$ cat src/rtl/cordic_pkg.sv
// Shared definitions for the CORDIC engine.
// Holds the controller state encoding, the mode encoding and the
// elementary-angle table (degrees x 8,000,000, rounded), valid for
// step indices 0..31.
package cordic_pkg;

    typedef enum logic [1:0] {
        ST_IDLE = 2'd0,
        ST_RUN  = 2'd1,
        ST_DONE = 2'd2
    } cordic_state_e;

    localparam logic MODE_ROTATE = 1'b0;
    localparam logic MODE_VECTOR = 1'b1;

    // Elementary angle atan(2^-idx) in degrees scaled by 8e6.
    function automatic logic [31:0] atan_step_deg8m(input logic [4:0] idx);
        case (idx)
            5'd0:  return 32'd360000000;
            5'd1:  return 32'd212520409;
            5'd2:  return 32'd112289948;
            5'd3:  return 32'd57000131;
            5'd4:  return 32'd28610675;
            5'd5:  return 32'd14319285;
            5'd6:  return 32'd7161390;
            5'd7:  return 32'd3580913;
            5'd8:  return 32'd1790484;
            5'd9:  return 32'd895245;
            5'd10: return 32'd447623;
            5'd11: return 32'd223812;
            5'd12: return 32'd111906;
            5'd13: return 32'd55953;
            5'd14: return 32'd27976;
            5'd15: return 32'd13988;
            5'd16: return 32'd6994;
            5'd17: return 32'd3497;
            5'd18: return 32'd1749;
            5'd19: return 32'd874;
            5'd20: return 32'd437;
            5'd21: return 32'd219;
            5'd22: return 32'd109;
            5'd23: return 32'd55;
            5'd24: return 32'd27;
            5'd25: return 32'd14;
            5'd26: return 32'd7;
            5'd27: return 32'd3;
            5'd28: return 32'd2;
            5'd29: return 32'd1;
            5'd30: return 32'd0;
            5'd31: return 32'd0;
        endcase
    endfunction

endpackage

$ cat src/rtl/cordic_shift.sv
// Logarithmic arithmetic right shifter.
// One mux stage per bit of the shift amount; stage s shifts by 2^s.
// Assumes amt < W; the sign bit is replicated into vacated positions.
module cordic_shift #(
    parameter int W    = 32,
    parameter int SH_W = $clog2(W)
) (
    input  logic signed [W-1:0]    din,
    input  logic        [SH_W-1:0] amt,
    output logic signed [W-1:0]    dout
);

    logic signed [W-1:0] stage [0:SH_W];

    assign stage[0] = din;

    // Each stage conditionally shifts by its own power of two.
    for (genvar s = 0; s < SH_W; s++) begin : g_stage
        assign stage[s+1] = amt[s] ? (stage[s] >>> (2 ** s)) : stage[s];
    end

    assign dout = stage[SH_W];

endmodule

$ cat src/rtl/cordic_addsub.sv
// Two's-complement adder/subtractor with wrap-around.
// sub = 1 gives a - b, sub = 0 gives a + b. No saturation.
module cordic_addsub #(
    parameter int W = 32
) (
    input  logic signed [W-1:0] a,
    input  logic signed [W-1:0] b,
    input  logic                sub,
    output logic signed [W-1:0] sum
);

    // Select operation by the shared direction control.
    always_comb begin
        if (sub) sum = a - b;
        else     sum = a + b;
    end

endmodule

$ cat src/rtl/cordic_dir.sv
// Per-step rotation direction decision.
// Output pos_step = 1 means d = +1. Rotation mode follows the z sign
// (non-negative z -> +1); vectoring mode follows the y sign
// (negative y -> +1). Pure combinational, two sign bits and the mode.
module cordic_dir (
    input  logic vector_mode,
    input  logic y_neg,
    input  logic z_neg,
    output logic pos_step
);

    // Pick which sign bit drives the step direction.
    always_comb begin
        if (vector_mode) pos_step = y_neg;
        else             pos_step = ~z_neg;
    end

endmodule

$ cat src/rtl/cordic_ctrl.sv
// Iteration controller: IDLE -> RUN (ITER cycles) -> DONE (1 cycle) -> IDLE.
// Accepts start only in IDLE. step_idx counts 0..ITER-1 during RUN.
// Assumes ITER >= 2. Synchronous active-low reset.
module cordic_ctrl
    import cordic_pkg::*;
#(
    parameter int ITER  = 32,
    parameter int CNT_W = $clog2(ITER)
) (
    input  logic             clk,
    input  logic             rst_n,
    input  logic             start,
    output logic             load,
    output logic             run,
    output logic [CNT_W-1:0] step_idx,
    output logic             done
);

    localparam logic [CNT_W-1:0] LAST_IDX = CNT_W'(ITER - 1);

    cordic_state_e    state_q;
    logic [CNT_W-1:0] cnt_q;

    // State and step counter update.
    always_ff @(posedge clk) begin
        if (!rst_n) begin
            state_q <= ST_IDLE;
            cnt_q   <= '0;
        end else begin
            case (state_q)
                ST_IDLE: begin
                    if (start) begin
                        state_q <= ST_RUN;
                        cnt_q   <= '0;
                    end
                end
                ST_RUN: begin
                    if (cnt_q == LAST_IDX) state_q <= ST_DONE;
                    else                   cnt_q   <= cnt_q + 1'b1;
                end
                ST_DONE: state_q <= ST_IDLE;
                default: state_q <= ST_IDLE;
            endcase
        end
    end

    // Decoded controls for the datapath.
    always_comb begin
        load     = (state_q == ST_IDLE) && start;
        run      = (state_q == ST_RUN);
        done     = (state_q == ST_DONE);
        step_idx = cnt_q;
    end

    assert_done_single_R9: assert property (@(posedge clk) disable iff (!rst_n)
        done |=> !done);

    assert_run_not_restarted_R10: assert property (@(posedge clk) disable iff (!rst_n)
        (run && cnt_q != LAST_IDX) |=> (run && cnt_q == $past(cnt_q) + 1'b1));

    assert_done_start_ignored_R10: assert property (@(posedge clk) disable iff (!rst_n)
        done |=> (state_q == ST_IDLE));

endmodule

$ cat src/rtl/cordic_engine.sv
// Iterative circular CORDIC engine, one micro-rotation per clock.
// Loads x/y/z and mode on an accepted start, runs ITER steps, then
// pulses done and holds the accumulators. No gain compensation.
// Assumes ITER <= 32 (angle table size) and DATA_W >= 32.
module cordic_engine
    import cordic_pkg::*;
#(
    parameter int DATA_W = 32,
    parameter int ITER   = 32
) (
    input  logic                     clk,
    input  logic                     rst_n,
    input  logic                     start,
    input  logic                     mode,
    input  logic signed [DATA_W-1:0] x_init,
    input  logic signed [DATA_W-1:0] y_init,
    input  logic signed [DATA_W-1:0] z_init,
    output logic                     done,
    output logic signed [DATA_W-1:0] x_res,
    output logic signed [DATA_W-1:0] y_res,
    output logic signed [DATA_W-1:0] z_res
);

    localparam int CNT_W = $clog2(ITER);
    localparam int SH_W  = $clog2(DATA_W);

    logic                     load;
    logic                     run;
    logic [CNT_W-1:0]         step_idx;
    logic                     mode_q;
    logic                     pos_step;
    logic signed [DATA_W-1:0] x_q, y_q, z_q;
    logic signed [DATA_W-1:0] x_sh, y_sh, ang;
    logic signed [DATA_W-1:0] x_nxt, y_nxt, z_nxt;
    logic [SH_W-1:0]          sh_amt;

    cordic_ctrl #(.ITER(ITER), .CNT_W(CNT_W)) u_ctrl (
        .clk      (clk),
        .rst_n    (rst_n),
        .start    (start),
        .load     (load),
        .run      (run),
        .step_idx (step_idx),
        .done     (done)
    );

    cordic_dir u_dir (
        .vector_mode (mode_q),
        .y_neg       (y_q[DATA_W-1]),
        .z_neg       (z_q[DATA_W-1]),
        .pos_step    (pos_step)
    );

    // Shift amount and elementary angle for the current step.
    always_comb begin
        sh_amt = SH_W'(step_idx);
        ang    = DATA_W'(atan_step_deg8m(5'(step_idx)));
    end

    cordic_shift #(.W(DATA_W), .SH_W(SH_W)) u_shift_x (
        .din  (x_q),
        .amt  (sh_amt),
        .dout (x_sh)
    );

    cordic_shift #(.W(DATA_W), .SH_W(SH_W)) u_shift_y (
        .din  (y_q),
        .amt  (sh_amt),
        .dout (y_sh)
    );

    cordic_addsub #(.W(DATA_W)) u_add_x (
        .a   (x_q),
        .b   (y_sh),
        .sub (pos_step),
        .sum (x_nxt)
    );

    cordic_addsub #(.W(DATA_W)) u_add_y (
        .a   (y_q),
        .b   (x_sh),
        .sub (~pos_step),
        .sum (y_nxt)
    );

    cordic_addsub #(.W(DATA_W)) u_add_z (
        .a   (z_q),
        .b   (ang),
        .sub (pos_step),
        .sum (z_nxt)
    );

    // Accumulator registers: load on start, step while running, else hold.
    always_ff @(posedge clk) begin
        if (!rst_n) begin
            x_q    <= '0;
            y_q    <= '0;
            z_q    <= '0;
            mode_q <= MODE_ROTATE;
        end else if (load) begin
            x_q    <= x_init;
            y_q    <= y_init;
            z_q    <= z_init;
            mode_q <= mode;
        end else if (run) begin
            x_q    <= x_nxt;
            y_q    <= y_nxt;
            z_q    <= z_nxt;
        end
    end

    always_comb begin
        x_res = x_q;
        y_res = y_q;
        z_res = z_q;
    end

    // Checker: cycles spent running since the last accepted start.
    logic [CNT_W:0] run_len_q;
    always_ff @(posedge clk) begin
        if (!rst_n)    run_len_q <= '0;
        else if (load) run_len_q <= '0;
        else if (run)  run_len_q <= run_len_q + 1'b1;
    end

    assert_latency_R2: assert property (@(posedge clk) disable iff (!rst_n)
        done |-> (run_len_q == (CNT_W+1)'(ITER)));

    assert_rot_pos_z_falls_R4: assert property (@(posedge clk) disable iff (!rst_n)
        (run && mode_q == MODE_ROTATE && !z_q[DATA_W-1]) |=> (z_q <= $past(z_q)));

    assert_rot_neg_z_rises_R4: assert property (@(posedge clk) disable iff (!rst_n)
        (run && mode_q == MODE_ROTATE && z_q[DATA_W-1]) |=> (z_q >= $past(z_q)));

    assert_vec_pos_y_z_rises_R5: assert property (@(posedge clk) disable iff (!rst_n)
        (run && mode_q == MODE_VECTOR && !y_q[DATA_W-1]) |=> (z_q >= $past(z_q)));

    assert_vec_neg_y_z_falls_R5: assert property (@(posedge clk) disable iff (!rst_n)
        (run && mode_q == MODE_VECTOR && y_q[DATA_W-1]) |=> (z_q <= $past(z_q)));

    assert_results_hold_R9: assert property (@(posedge clk) disable iff (!rst_n)
        (!run && !load) |=> ($stable(x_res) && $stable(y_res) && $stable(z_res)));

endmodule

$ cat config.mk
export PLATFORM = sky130hd
export DESIGN_NAME = cordic_engine
export DESIGN_NICKNAME = d
export VERILOG_FILES = /design/src/rtl/cordic_pkg.sv /design/src/rtl/cordic_shift.sv /design/src/rtl/cordic_addsub.sv /design/src/rtl/cordic_dir.sv /design/src/rtl/cordic_ctrl.sv /design/src/rtl/cordic_engine.sv
export SDC_FILE = /design/constraint.sdc
export NUM_CORES = 1
export LEC_CHECK = 0
export BUFFER_PORTS_ARGS = -buffer_cell sky130_fd_sc_hd__buf_2
export CORE_MARGIN = 8
export CORE_UTILIZATION = 45
export CTS_CLUSTER_SIZE = 12
export DETAILED_ROUTE_END_ITERATION = 8
export HOLD_SLACK_MARGIN = 0.05
export PLACE_DENSITY = 0.79
export SLEW_MARGIN = 25
export SYNTH_ARGS = -nofsm -noshare
export SYNTH_HDL_FRONTEND = slang
export SYNTH_SLANG_ARGS = --single-unit
$ cat constraint.sdc
create_clock -name clk -period 5 [get_ports clk]
set_input_delay 0.25 -clock clk [delete_from_list [all_inputs] [get_ports clk]]
set_output_delay 0.25 -clock clk [all_outputs]
set_load 0.05 [all_outputs]
==> impl_metrics.py, run 1 <==
metrics = {
    "outcome": {
        "outcome": "finished with violations",
        "violations": "negative setup slack",
    },
    "placement": {
        "post-dp-hpwl_mm": 59.0,
        "dpl_worst_slack_ps": -694,
        "io_buffers": 196,
        "dpl_cell_area_um2": 22400,
        "gp_congestion": 1.05,
        "place_inst": 3247,
    },
    "worst_setup_path": {
        "rr_startpoint": "u_ctrl.step_idx[0]$_SDFFE_PN0P_",
        "crit_path_start_kind": "flip-flop",
        "r2r-end": "y_res[31]$_SDFFE_PN0P_",
        "rrSetupSlack_ps": -300,
        "worstSetupPathType": "reg -> reg",
        "required_ps": 5390,
        "crit_arrival_ps": 5680,
        "cp-end-kind": "flip-flop",
        "r2r_cells": 22,
        "crit_fanout": 5,
    },
    "global_routing": {
        "grt_max_degree": 73,
        "grt_pass1_wl_mm": 119,
        "grt_pass1_vias": 20800,
        "grt.busiest_layer": "met2",
        "grt_util_met2_pct": 55.9,
        "overflow": 0,
        "use_met3_pct": 6.02,
        "gr-usage-all-layers_pct": 33.7,
        "antenna_found_initial": 2,
        "met1_usage_pct": 42.1,
    },
    "clock_tree": {
        "clockBufferDepth": 2,
        "worstSkewPairLatency_ps": 500,
        "cts_tree": "yes",
        "cts_made_buffers": 17,
        "root_buffer": "clkbuf_16",
        "clk_pin_slew_ps": 80,
        "htree_levels": 4,
        "clkSinkCount": 133,
    },
    "min_path": {
        "min_from": "y_init[14]",
        "whs_endpoint": "y_res[14]$_SDFFE_PN0P_",
        "worstHoldPathCells": 3,
        "hold_class": "in -> reg",
    },
    "sta": {
        "skew_ps": 29.7,
        "setup_ws_ps": -297,
        "maxSlewViolCount": 0,
        "max_freq_mhz": 189,
        "hold_ws_ps": 50.2,
        "hold_viol": 0,
        "rsz0062_at_grt": "true",
        "timing.final.crit_share_pct": 106,
        "setup_viol": 28,
        "tightest_slew_ps": 993,
        "slew_headroom_pct": 33.6,
        "finalSetupTns_ps": -3690,
        "final.min_clock_period_ps": 5300,
    },
    "floorplan": {
        "coreArea_um2": 37700,
        "die_w_um": 212,
        "design.die.area_um2": 44800,
        "dieHeight_um": 212,
        "rows": 71,
        "start_util_pct": 45.7,
        "io_pins": 197,
    },
    "synthesis": {
        "synth_top_area_share_pct": 15.5,
        "syn_area_per_cell_um2": 7.97,
        "yosys.area_share.simple_pct": 18.3,
        "synthFlopType": "dfxtp_1",
        "synthArstFlopShare_pct": 0,
        "netlist_instances": 2162,
        "synth_top_family_by_area": "compound AO/OA/AOI/OAI gates",
        "synth_most_common_cell": "nand2_1",
        "yosysTopAreaCell": "dfxtp_1",
        "syn_nets": 2378,
        "synth_area_leaders": "dfxtp_1 15%, mux4_2 11%, ha_1 8.2%",
        "synth_compound_area_share_pct": 25.7,
        "synth_top_cells_by_count": "274 x nand2_1, 209 x a21oi_1, 182 x nor2_1",
        "yosysWarningCount": 0,
        "synth-seq-cells": 133,
        "synth_edf_count": 0,
        "muxShareOfSynthArea_pct": 18.6,
        "ys_seq_area_share_pct": 15.5,
        "synth_fa_ha_area_share_pct": 8.55,
        "synth_xor_area_share_pct": 8.28,
        "synth_cell_type_count": 102,
        "synthesis.area_um2": 17200,
    },
    "run": {
        "maxCapViolCount": 0,
    },
    "power_and_ir_drop": {
        "p_total_mw": 10.7,
        "p_per_area_nw_per_um2": 427,
        "p_leak_nw": 11.3,
        "peakVddDrop_v": 0.000305,
    },
    "layout": {
        "layout.nets": 3074,
        "final_cells": 3384,
        "finalInstanceArea_um2": 25100,
        "fin_util_pct": 66.6,
        "drive_gt1_share_pct": 40.4,
        "area_growth_pct": 45.7,
        "fillCellCount": 3088,
    },
    "drt": {
        "route.antenna.remaining_nets": 0,
        "routedWlPerCell_um": 23.4,
        "wirelength_mm": 79.2,
        "viasPerCell": 6.27,
        "initialDrtViolationCount": 2192,
        "drc": 0,
        "detail_route.first_pass.iterations": 8,
        "num_vias": 21200,
    },
}
-- cells by family after synthesis --
kind of cell               after synthesis
DFF                                    133
muxes                                  207
buffers and inverters                  194
AOI/OAI and AO/OA                      667
and+or+nand+nor                        682
adders and majority gates              116
xor gates and xnor gates               163
-- per-layer routing --
| metal | part of all wire [%] | wire, um |
|---|---|---|
| met2 | 47 | 37300 |
| met3 | 9.0 | 7100 |
| met4 | 5.0 | 3950 |
| met5 | 0 | 0 |
| met1 | 39 | 30900 |
-- sequential cells by signal (all words and copies together) (netlist names) --
| signal | cells |
|---|---|
| ang | 29 |
| x_res | 32 |
| u_ctrl.state_q | 2 |
| u_ctrl.step_idx | 5 |
| mode_q | 1 |
| z_res | 32 |
| y_res | 32 |
-- power by group --
group / switching [mW] / internal (mW)
Combinational: 4.21 / 3.71
Clock: 0.665 / 0.666
Sequential: 0.256 / 1.22
Total: 5.13 / 5.60
-- area by class of cell --
| type | count | area [um2] | share of cell area (%) |
|---|---|---|---|
| diodes | 2 | 5.00 | 0.0199 |
| clock buffers | 17 | 425 | 1.69 |
| clock inverters | 15 | 155 | 0.618 |
| inverters | 52 | 195 | 0.778 |
| multi-input cells | 1835 | 14800 | 59.0 |
| flip-flops and latches | 133 | 2670 | 10.6 |
| well taps | 511 | 639 | 2.55 |
| repair buffers | 819 | 6200 | 24.7 |
-- timing repair --
action                                  in CTS  in global routing
hold endpoints to repair                    36                  0
setup buffers                               40                 29
pin swaps                                   81                115
endpoints found under the setup margin      40                 45
hold buffers                                36                  0
gates resized for setup                    154                140
cloned                                       2                  0
-- critical path, stage by stage (launching register included) --
cell and delay [ps]:
dfxtp_4 420, buf_8 160, buf_12 120, buf_4 120, mux2_4 300, mux4_2 500, mux4_2 490, nor2_2 110
and4_4 270, nand2_4 80, or3_4 390, or2_4 290, o21ai_2 170, xnor2_1 120, ha_2 210, a21o_1 200
a21oi_2 180, inv_1 60, a221o_1 330, a21oi_2 160, nand3b_1 130, mux2i_1 100, a2111oi_2 270
-- layout by cell type (no fill, tap or decap), types with 18 or more instances in the layout --
master         instances
dlygate4sd3_1         36
nor3_1                24
buf_4                531
a22oi_1               21
nand2b_1              25
o21ai_2               18
mux2i_1               68
a21oi_1              176
mux2_2                24
o21ai_0               80
nand3_1               26
nor2_1               173
xor2_1                60
o221ai_1              18
inv_1                 43
a311oi_1              34
buf_6                 26
buf_12                20
ha_1                 102
dfxtp_1              129
a31oi_1               18
a21oi_2               27
buf_2                196
nand2_1              265
a21o_1                54
mux4_2                86
xnor2_1               92
-- worst max path at each step --
stage	start	endpoint	slack [ps]
after floorplan	u_ctrl.step_idx[0]$_SDFFE_PN0P_	x_res[29]$_SDFFE_PN0P_	-6
after global placement	u_ctrl.step_idx[0]$_SDFFE_PN0P_	x_res[31]$_SDFFE_PN0P_	-520
after detailed placement	u_ctrl.step_idx[0]$_SDFFE_PN0P_	y_res[30]$_SDFFE_PN0P_	-690
after CTS	u_ctrl.step_idx[0]$_SDFFE_PN0P_	x_res[25]$_SDFFE_PN0P_	-170
after global routing	u_ctrl.step_idx[0]$_SDFFE_PN0P_	y_res[31]$_SDFFE_PN0P_	-470
final	u_ctrl.step_idx[0]$_SDFFE_PN0P_	y_res[31]$_SDFFE_PN0P_	-300
Note: power is estimated with default switching activity, not from simulation.
==> run 2: changes to the inputs <==
BUFFER_PORTS_ARGS = -buffer_cell sky130_fd_sc_hd__clkbuf_2   (was -buffer_cell sky130_fd_sc_hd__buf_2)
PLACE_DENSITY = 0.78   (was 0.79)
SYNTH_HIERARCHICAL = 1   (was unset)
==> run 2 against run 1 <==
  * The flow still finishes with violations (negative setup slack)
  * Fmax decreased by 7.3%
  * Non-clock buffer count increased by 172
  * Count of clock-buffer cells in the layout decreased by 8
  * First-iteration DRC count decreased by 7.7%
  * Highest routed layer unchanged
==> impl_metrics.py, run 2 <==
metrics = {
    "worst_setup_path": {
        "crit_arrival_ps": 6030,
        "max_stage_delay_ps": 550,
        "crit_fanout": 6,
        "slowest_stage": "or4_4",
        "worstSetupPathType": "reg -> reg",
        "required_ps": 5310,
        "crit_path_start_kind": "flip-flop",
        "cp-end-kind": "flip-flop",
        "cp_common_cell": "buf_4",
    },
    "power_and_ir_drop": {
        "peakVddDrop_v": 0.000394,
        "p_leak_nw": 11.7,
        "p_per_area_nw_per_um2": 440,
        "p_total_mw": 11.5,
    },
    "synthesis": {
        "synth_edf_count": 0,
        "syn_area_per_cell_um2": 7.79,
        "synth_cell_type_count": 99,
        "synth_area_leaders": "dfxtp_1 12%, mux2i_1 8.7%, mux4_2 8.6%",
        "synth-seq-cells": 104,
        "synthFlopType": "dfxtp_1",
        "synth_top_area_share_pct": 12.0,
        "yosysWarningCount": 6,
        "ys_seq_area_share_pct": 12.0,
        "synth_most_common_cell": "nand2_1",
        "synth_top_cells_by_count": "234 x nand2_1, 186 x a21oi_1, 163 x o21ai_0",
        "synthArstFlopShare_pct": 0,
        "netlist_instances": 2220,
        "yosysTopAreaCell": "dfxtp_1",
        "synthesis.area_um2": 17300,
    },
    "clock_tree": {
        "clk_pin_slew_ps": 90,
        "clockBufferDepth": 2,
        "ctsHoldBuffers": 0,
        "cts_tree": "yes",
        "cts_made_buffers": 9,
        "worstSkewPairLatency_ps": 420,
        "clkSinkCount": 104,
        "root_buffer": "clkbuf_16",
        "htree_levels": 3,
    },
    "placement": {
        "dpl_worst_slack_ps": -717,
        "dpl_cell_area_um2": 23600,
        "post-dp-hpwl_mm": 59.0,
        "gp_congestion": 1.03,
        "io_buffers": 196,
    },
    "floorplan": {
        "die_w_um": 212,
        "start_util_pct": 45.2,
        "dieHeight_um": 212,
        "rows": 72,
        "design.die.area_um2": 45000,
        "coreArea_um2": 38300,
        "io_pins": 197,
    },
    "global_routing": {
        "grt_max_degree": 101,
        "grt_pass1_vias": 21000,
        "gr-usage-all-layers_pct": 32.1,
        "grt_pass1_wl_mm": 115,
        "overflow": 0,
        "antenna_found_initial": 1,
    },
    "sta": {
        "setup_viol": 48,
        "final.min_clock_period_ps": 5720,
        "hold_ws_ps": 121,
        "hold_viol": 0,
        "setup_ws_ps": -716,
        "rsz0062_at_grt": "true",
        "max_freq_mhz": 175,
        "maxSlewViolCount": 0,
        "tightest_slew_ps": 1010,
        "skew_ps": 22.7,
        "slew_headroom_pct": 32.4,
        "timing.final.crit_share_pct": 114,
    },
    "layout": {
        "layout_commonest_cell": "buf_4",
        "fillCellCount": 3016,
        "regArea_um2": 2100,
        "drive_gt1_share_pct": 44.2,
        "finalInstanceArea_um2": 26200,
        "area_growth_pct": 51.3,
        "final_cell_mix": "741 x buf_4, 225 x nand2_1, 195 x clkbuf_2",
        "multi_input_area_um2": 15600,
        "layout.nets": 3294,
        "diodes": 0,
        "fin_util_pct": 68.4,
    },
    "drt": {
        "viasPerCell": 5.99,
        "initialDrtViolationCount": 2023,
        "routedWlPerCell_um": 21.2,
        "num_vias": 21600,
        "drc": 0,
        "route.antenna.remaining_nets": 0,
        "wirelength_mm": 76.6,
        "detail_route.first_pass.iterations": 6,
    },
    "min_path": {
        "hold_class": "in -> reg",
    },
    "outcome": {
        "violations": "negative setup slack",
        "outcome": "finished with violations",
    },
    "run": {
        "maxCapViolCount": 0,
    },
}
==> run 2: cell count changes in the layout (fill, tap and decap cells not counted), moves of 38 or more <==
cell,before,now
clkbuf_2,0,195
buf_4,531,741
o21ai_1,15,64
nand2_1,265,225
mux2i_1,68,145
a21o_1,54,16
a21oi_1,176,131
buf_2,196,1
and2_1,8,98
==> run 2: worst paths after layout <==
path / depth (start not counted) / endpoint / slack [ps] / startpoint
min reg2reg: 2 / mode_q$_SDFFE_PN0P_ / 580 / mode_q$_SDFFE_PN0P_
min: 3 / mode_q$_SDFFE_PN0P_ / 120 / mode
max: 26 / x_res[31]$_SDFFE_PN0P_ / -720 / u_ctrl/step_idx[1]$_SDFFE_PN0P_
max reg2reg: 26 / x_res[31]$_SDFFE_PN0P_ / -720 / u_ctrl/step_idx[1]$_SDFFE_PN0P_
==> run 2: cells by family (layout without fill, tap and decap cells) <==
logic type | count (synthesis) | count (layout) | share of synthesized area, %
AOI/OAI and AO/OA | 617 | 617 | 22.7
xor gates and xnor gates | 179 | 179 | 9.19
adders and majority gates | 108 | 108 | 7.94
buffers and inverters | 204 | 1071 | 6.13
DFF | 104 | 104 | 12.0
muxes | 241 | 241 | 19.4
other | 1 | 5 | 0.0217
and+or+nand+nor | 766 | 766 | 22.6
==> run 2: worst max-delay path, delay by kind of cell, from the launching register on <==
kind	cells	cell delay (ps)
AND/OR/NAND/NOR	9	2210
adder cells (fa/ha/maj)	1	310
XOR/XNOR	1	100
flip-flops	1	390
AO/OA/AOI/OAI	6	960
buffers and inverters	6	780
multiplexers	3	840
==> run 2: stage by stage <==
stage	std cells	setup TNS, ps
2_1_floorplan	2224	-2410
3_3_place_gp	3504	-17330
3_5_place_dp	3504	-21850
4_1_cts	3571	-12080
5_1_grt	3609	-27660
6_report	3609	-17850
==> run 2: final cells by class <==
class / count / share of cell area, %
multi-input cells: 1916 / 59.6
clock buffers: 9 / 0.861
well taps: 518 / 2.48
clock inverters: 7 / 0.335
inverters: 64 / 0.975
flip-flops and latches: 104 / 8.01
repair buffers: 991 / 27.8
==> run 2: layer usage <==
layer | vias up | track usage, % | routed length (um)
met5 | - | 0 | 0
met4 | 0 | 15.3 | 4240
met3 | 270 | 4.78 | 5670
met2 | 1059 | 54.8 | 36500
met1 | 10400 | 39.4 | 30300
li1 | 9923 | - | -
==> run 2: what timing repair did <==
action | CTS | global route
setup buffers | 53 | 43
gates cloned | 1 | 0
resized for setup | 214 | 180
pin swaps | 99 | 122
endpoints found under the setup margin | 59 | 67
==> run 2: report_power, final <==
| part | leakage, nW | internal [mW] | total, mW | switching [mW] |
|---|---|---|---|---|
| Clock | 0.148 | 0.400 | 0.824 | 0.424 |
| Combinational | 10.7 | 4.57 | 9.53 | 4.96 |
| Sequential | 0.860 | 0.957 | 1.17 | 0.211 |
